File: src/rtl/conv_loop_seq.sv
module conv_loop_seq #(
  parameter int NM = 4,
  parameter int DW = 8,
  parameter int AW = 24
) (
  input  logic          clk,
  input  logic          rst_n,
  input  logic          start,
  input  logic          stall,
  input  logic [DW-1:0] k,
  input  logic [DW-1:0] xi,
  input  logic [DW-1:0] yi,
  input  logic [DW-1:0] s,
  input  logic [DW-1:0] nif,
  input  logic [DW-1:0] nof,
  output logic          busy,
  output logic          valid,
  output logic [AW-1:0] feat_addr,
  output logic [AW-1:0] wgt_addr,
  output logic          win_done,
  output logic          done
);
  localparam logic [AW-1:0] NMA = AW'(NM);

  logic [DW-1:0] k_q, xi_q, yi_q, s_q, nif_q, nof_q, per_q, per_n;
  logic [DW-1:0] kx, ky, ig, xb, yb, og;
  logic kx_last, ky_last, ig_last, x_last, y_last, og_last, step;

  always_comb begin
    per_n = DW'(1);
    if (NM >= int'(nif))
      for (int p = 1; p <= NM; p++)
        if (p * int'(nif) <= NM) per_n = DW'(p);
  end

  assign kx_last = (kx == k_q - 1'b1);
  assign ky_last = (ky == k_q - 1'b1);
  assign ig_last = (AW'(ig) + NMA >= AW'(nif_q));
  assign x_last  = (AW'(xb) + AW'(s_q) + AW'(k_q) > AW'(xi_q));
  assign y_last  = (AW'(yb) + AW'(s_q) + AW'(k_q) > AW'(yi_q));
  assign og_last = (AW'(og) + AW'(per_q) >= AW'(nof_q));
  assign step    = busy && !stall;

  assign valid     = step;
  assign win_done  = step && kx_last && ky_last && ig_last;
  assign feat_addr = (AW'(ig) * AW'(yi_q) + AW'(yb) + AW'(ky)) * AW'(xi_q) + AW'(xb) + AW'(kx);
  assign wgt_addr  = ((AW'(og) * AW'(nif_q) + AW'(ig)) * AW'(k_q) + AW'(ky)) * AW'(k_q) + AW'(kx);

  always_ff @(posedge clk or negedge rst_n) begin
    if (!rst_n) begin
      busy <= 1'b0; done <= 1'b0;
      k_q <= '0; xi_q <= '0; yi_q <= '0; s_q <= '0; nif_q <= '0; nof_q <= '0; per_q <= '0;
      kx <= '0; ky <= '0; ig <= '0; xb <= '0; yb <= '0; og <= '0;
    end else begin
      done <= 1'b0;
      if (!busy) begin
        if (start) begin
          busy <= 1'b1;
          k_q <= k; xi_q <= xi; yi_q <= yi; s_q <= s; nif_q <= nif; nof_q <= nof;
          per_q <= per_n;
          kx <= '0; ky <= '0; ig <= '0; xb <= '0; yb <= '0; og <= '0;
        end
      end else if (step) begin
        kx <= kx_last ? '0 : kx + 1'b1;
        if (kx_last) begin
          ky <= ky_last ? '0 : ky + 1'b1;
          if (ky_last) begin
            ig <= ig_last ? '0 : ig + DW'(NM);
            if (ig_last) begin
              xb <= x_last ? '0 : xb + s_q;
              if (x_last) begin
                yb <= y_last ? '0 : yb + s_q;
                if (y_last) begin
                  if (og_last) begin
                    og <= '0; busy <= 1'b0; done <= 1'b1;
                  end else og <= og + per_q;
                end
              end
            end
          end
        end
      end
    end
  end
endmodule


File: config.mk
export PLATFORM = sky130hd
export DESIGN_NAME = conv_loop_seq
export DESIGN_NICKNAME = d
export VERILOG_FILES = /design/src/rtl/conv_loop_seq.sv
export SDC_FILE = /design/constraint.sdc
export NUM_CORES = 2
export LEC_CHECK = 0
export BUFFER_PORTS_ARGS = -buffer_cell sky130_fd_sc_hd__buf_2
export CAP_MARGIN = 20
export CORE_MARGIN = 3
export CORE_UTILIZATION = 55
export CTS_CLUSTER_SIZE = 8
export DETAILED_ROUTE_END_ITERATION = 7
export GPL_TIMING_DRIVEN = 0
export PLACE_DENSITY = 0.75
export SLEW_MARGIN = 20
export SYNTH_ARGS = -nofsm -noshare
export SYNTH_HDL_FRONTEND = slang
export SYNTH_SLANG_ARGS = --single-unit
File: constraint.sdc
create_clock -name clk -period 15.75 [get_ports clk]
set_input_delay 3.15 -clock clk [delete_from_list [all_inputs] [get_ports clk]]
set_output_delay 3.15 -clock clk [all_outputs]
set_load 0.05 [all_outputs]
==> summary.md <==
| Metric | Value |
|---|---|
| Row Count | `just under 80` |
| Longest Clk Path Bufs | `2` |
| Sequential area share after synthesis | `0.0943` |
| Commonest non-fill, non-tap cell in the layout | `inv_1` |
| Residual DRC | `0` |
| Mapped Cells | `between 2000 and 3000` |
| Initial Utilization | `0.561` |
| Detailed placement HPWL | `55100 µm` |
| Post-route minimum period | `15.81 ns` |
| Slowest stage delay, CP | `roughly 0.57 ns` |
| Skew-Pair Late Insertion Delay | `roughly 0.37 ns` |
| Largest net degree at the start of global routing | `between 50 and 60` |
| Root buf cell | `clkbuf_16` |
| Area share of the largest cell type after synthesis | `0.325` |
| CP dominant cell by count | `fa_1` |
| Post-route cell area | `a little under 30000 µm²` |
| Final hold slack | `about 0.54 ns` |
| Fmax | `between 60 and 70 MHz` |
| Layout cells sized above 1 | `0.123` |
| Dpl cell area | `roughly 28000 µm²` |
| Crit-path max FO | `8` |
| Type of the worst setup path | `register to primary output` |
| Num CTS Buffers | `9` |
| Final ANT Viol Nets | `0` |
| Total Routing Usage GR | `0.277` |
| Chip height | `225 µm` |
| Port-buffer cells | `just over 100` |
| Diodes inserted | `0` |
| Wire length on met1 | `between 20000 and 30000 µm` |
| Critical Path RT | `between 10 and 15 ns` |
| Mean routed wirelength per cell | `~18 µm` |
| Uppermost layer routed | `met5` |
| Pre-antenna DRT Iters | `6` |
| Met3 WL post-DR | `5060 µm` |
| Yosys cell types | `68` |
| I/O pins | `104` |
| Run status | `complete, but fails checks` |
| Clock-pin slew on the worst setup and hold paths | `about 0.08 ns` |
| Avg Vias per Cell | `between 5 and 6` |
| Element type at the critical path end | `primary output` |
| Final cell count without fillers | `3798` |
| Pre-CTS WS | `-1.27 ns` |
| Endpoints failing setup | `1` |
| CTS sink cnt | `a little under 100` |
| # H-tree levels | `3` |
| Slowest CP cell | `fa_1` |
| Synth Cell Area | `26300 µm²` |
| Final worst-path cycle share | `1.00` |
| Worst Setup Start Kind | `register` |
| Die footprint | `50400 µm²` |
| # nets final | `4003` |
| Slew margin rel. | `0.367` |
| Most frequent cells in the layout | `606 x inv_1, 425 x fa_1, 316 x ha_1, 300 x nand2_1, 275 x and2_1` |
| MaxCap Viol Count | `0` |
| Final GP Congestion | `around 0.9` |
| Initial DRC count | `between 1500 and 2000` |
| Async S/R FF share, synth | `1.00` |
| Failing checks | `negative setup slack` |
| Worst-margin pin slew | `0.940 ns` |
| Area growth, synth to finish | `12.1%` |
| Hold Crit Class | `register to register` |
| Seq cells post-synth | `99` |
| Pins Over Slew Limit | `0` |
| Final Hold Vio Count | `0` |
| Data arrival, critical path | `approximately 13 ns` |
| Vias in the first global route | `about 23000` |
| Final setup margin | `-0.0626 ns` |
| Met2 Wirelength | `~33000 µm` |
| First-pass GRT wire length | `~110000 µm` |
| Die span in x | `~220 µm` |
| Post-synth top flop | `dfrtp_1` |
| Mapped Avg Cell Area | `approximately 9 µm²` |
| Fillers | `about 3900` |
| DRT Wirelength | `68900 µm` |
| Area contributors post-synth | `fa_1 33%, ha_1 16%, dfrtp_1 9.4%` |
| Antenna violations before repair | `2` |
| Congestion Overflow GR | `0` |
| RSZ-0062 raised after global routing | `true` |
| Placed Instances | `roughly 3700` |
| Final Skew | `between 0.01 and 0.015 ns` |
| EDFF count, synth | `0` |
| Core Box Area | `roughly 47000 µm²` |
| Synth area leader | `fa_1` |
| CTS tree | `done` |
| Synth warn | `0` |
| Vias | `roughly 21000` |
## worst paths after layout
kind / start / end / slack [ns] / cells past startpoint
setup / recovery: og[3] / wgt_addr[23] / -0.06 / 51
hold reg to reg: kx[3] / kx[3] / 0.54 / 1
setup reg to reg: k_q[1] / og[0] / 10.70 / 15
max in group asynchronous: rst_n / kx[4] / 12.40 / 2
hold / removal: kx[3] / kx[3] / 0.54 / 1
min in group asynchronous: rst_n / s_q[1] / 2.69 / 1
## layer usage
metal | vias to the layer above | global-route usage
li1 | 9670 | -
met1 | 10576 | 0.368
met2 | 751 | 0.459
met3 | 151 | 0.0534
met4 | 2 | 0.0945
met5 | - | 0
## metrics by stage
stage | util | setup TNS [ns]
floorplan | - | 0
global placement | 0.589 | -1.21
detailed placement | 0.589 | -1.90
finish | 0.629 | -0.0626
CTS | 0.613 | 0
global route | 0.629 | -0.617
## flip-flops by register name, summed over array words and instances (netlist names)
signal  cells
k_q         8
kx          8
ky          8
nif_q       8
nof_q       8
og          8
s_q         8
xb          8
xi_q        8
yb          8
yi_q        8
ig          6
per_q       3
busy        1
done        1
## cell usage after synthesis, types with 3 or more instances
cell / n
a211oi_1: 10
a21boi_0: 5
a21o_1: 43
a21oi_1: 91
a31oi_1: 12
and2_1: 284
and3_1: 16
buf_1: 4
clkbuf_1: 68
clkinv_1: 11
dfrtp_1: 99
fa_1: 427
ha_1: 338
inv_1: 628
mux2_2: 19
mux2i_1: 3
nand2_1: 303
nand2b_1: 21
nand3_1: 37
nand4_1: 11
nor2_1: 114
nor2b_1: 15
nor3_1: 30
nor3b_1: 6
nor4_1: 3
o2111ai_1: 3
o211ai_1: 6
o21a_1: 29
o21ai_0: 100
o21bai_1: 19
o22ai_1: 3
o31ai_1: 14
o41ai_1: 5
or2_2: 5
or3_1: 7
or4_1: 3
xnor2_1: 121
xnor3_1: 3
xor2_1: 40
## area by class of cell
class,instances,area (µm²),area share
clock inverter,7,75.1,0.00255
timing repair buffer,187,1190,0.0406
clock buffer,9,225,0.00764
inverter,640,2430,0.0823
multi-input combinational,2186,22000,0.748
buffer,63,246,0.00836
tap,607,759,0.0258
sequential,99,2500,0.0848
## worst max-delay path, delay by kind of cell (launching register included)
family                     cells  cell delay (ns)
xor gates and xnor gates       4             0.97
buffers and inverters         14             0.87
and+or+nand+nor                4             0.90
DFF                            1             0.48
adders and majority gates     15             6.58
AOI/OAI and AO/OA             14             2.45
## cell families (layout without fill, tap and decap cells)
| family | after synthesis | in the layout | share of synthesized area |
|---|---|---|---|
| xor gates and xnor gates | 164 | 164 | 0.0562 |
| buffers and inverters | 715 | 906 | 0.102 |
| other | 2 | 9 | 0.000286 |
| DFF | 99 | 99 | 0.0943 |
| AOI/OAI and AO/OA | 362 | 362 | 0.0865 |
| muxes | 22 | 22 | 0.00928 |
| adders and majority gates | 765 | 765 | 0.486 |
| and+or+nand+nor | 864 | 864 | 0.165 |
## what timing repair did
item                                   in CTS  in global routing
setup buffers                              30                 53
resized for setup                         113                 97
endpoints found under the hold margin       0                  0
setup endpoints to repair                   9                  3
cloned                                      0                  0
pin swaps                                  38                101
hold buffers                                0                  0
Power is not shown: default switching activity piles up to over one toggle a cycle in this logic, so the estimate is an artifact.
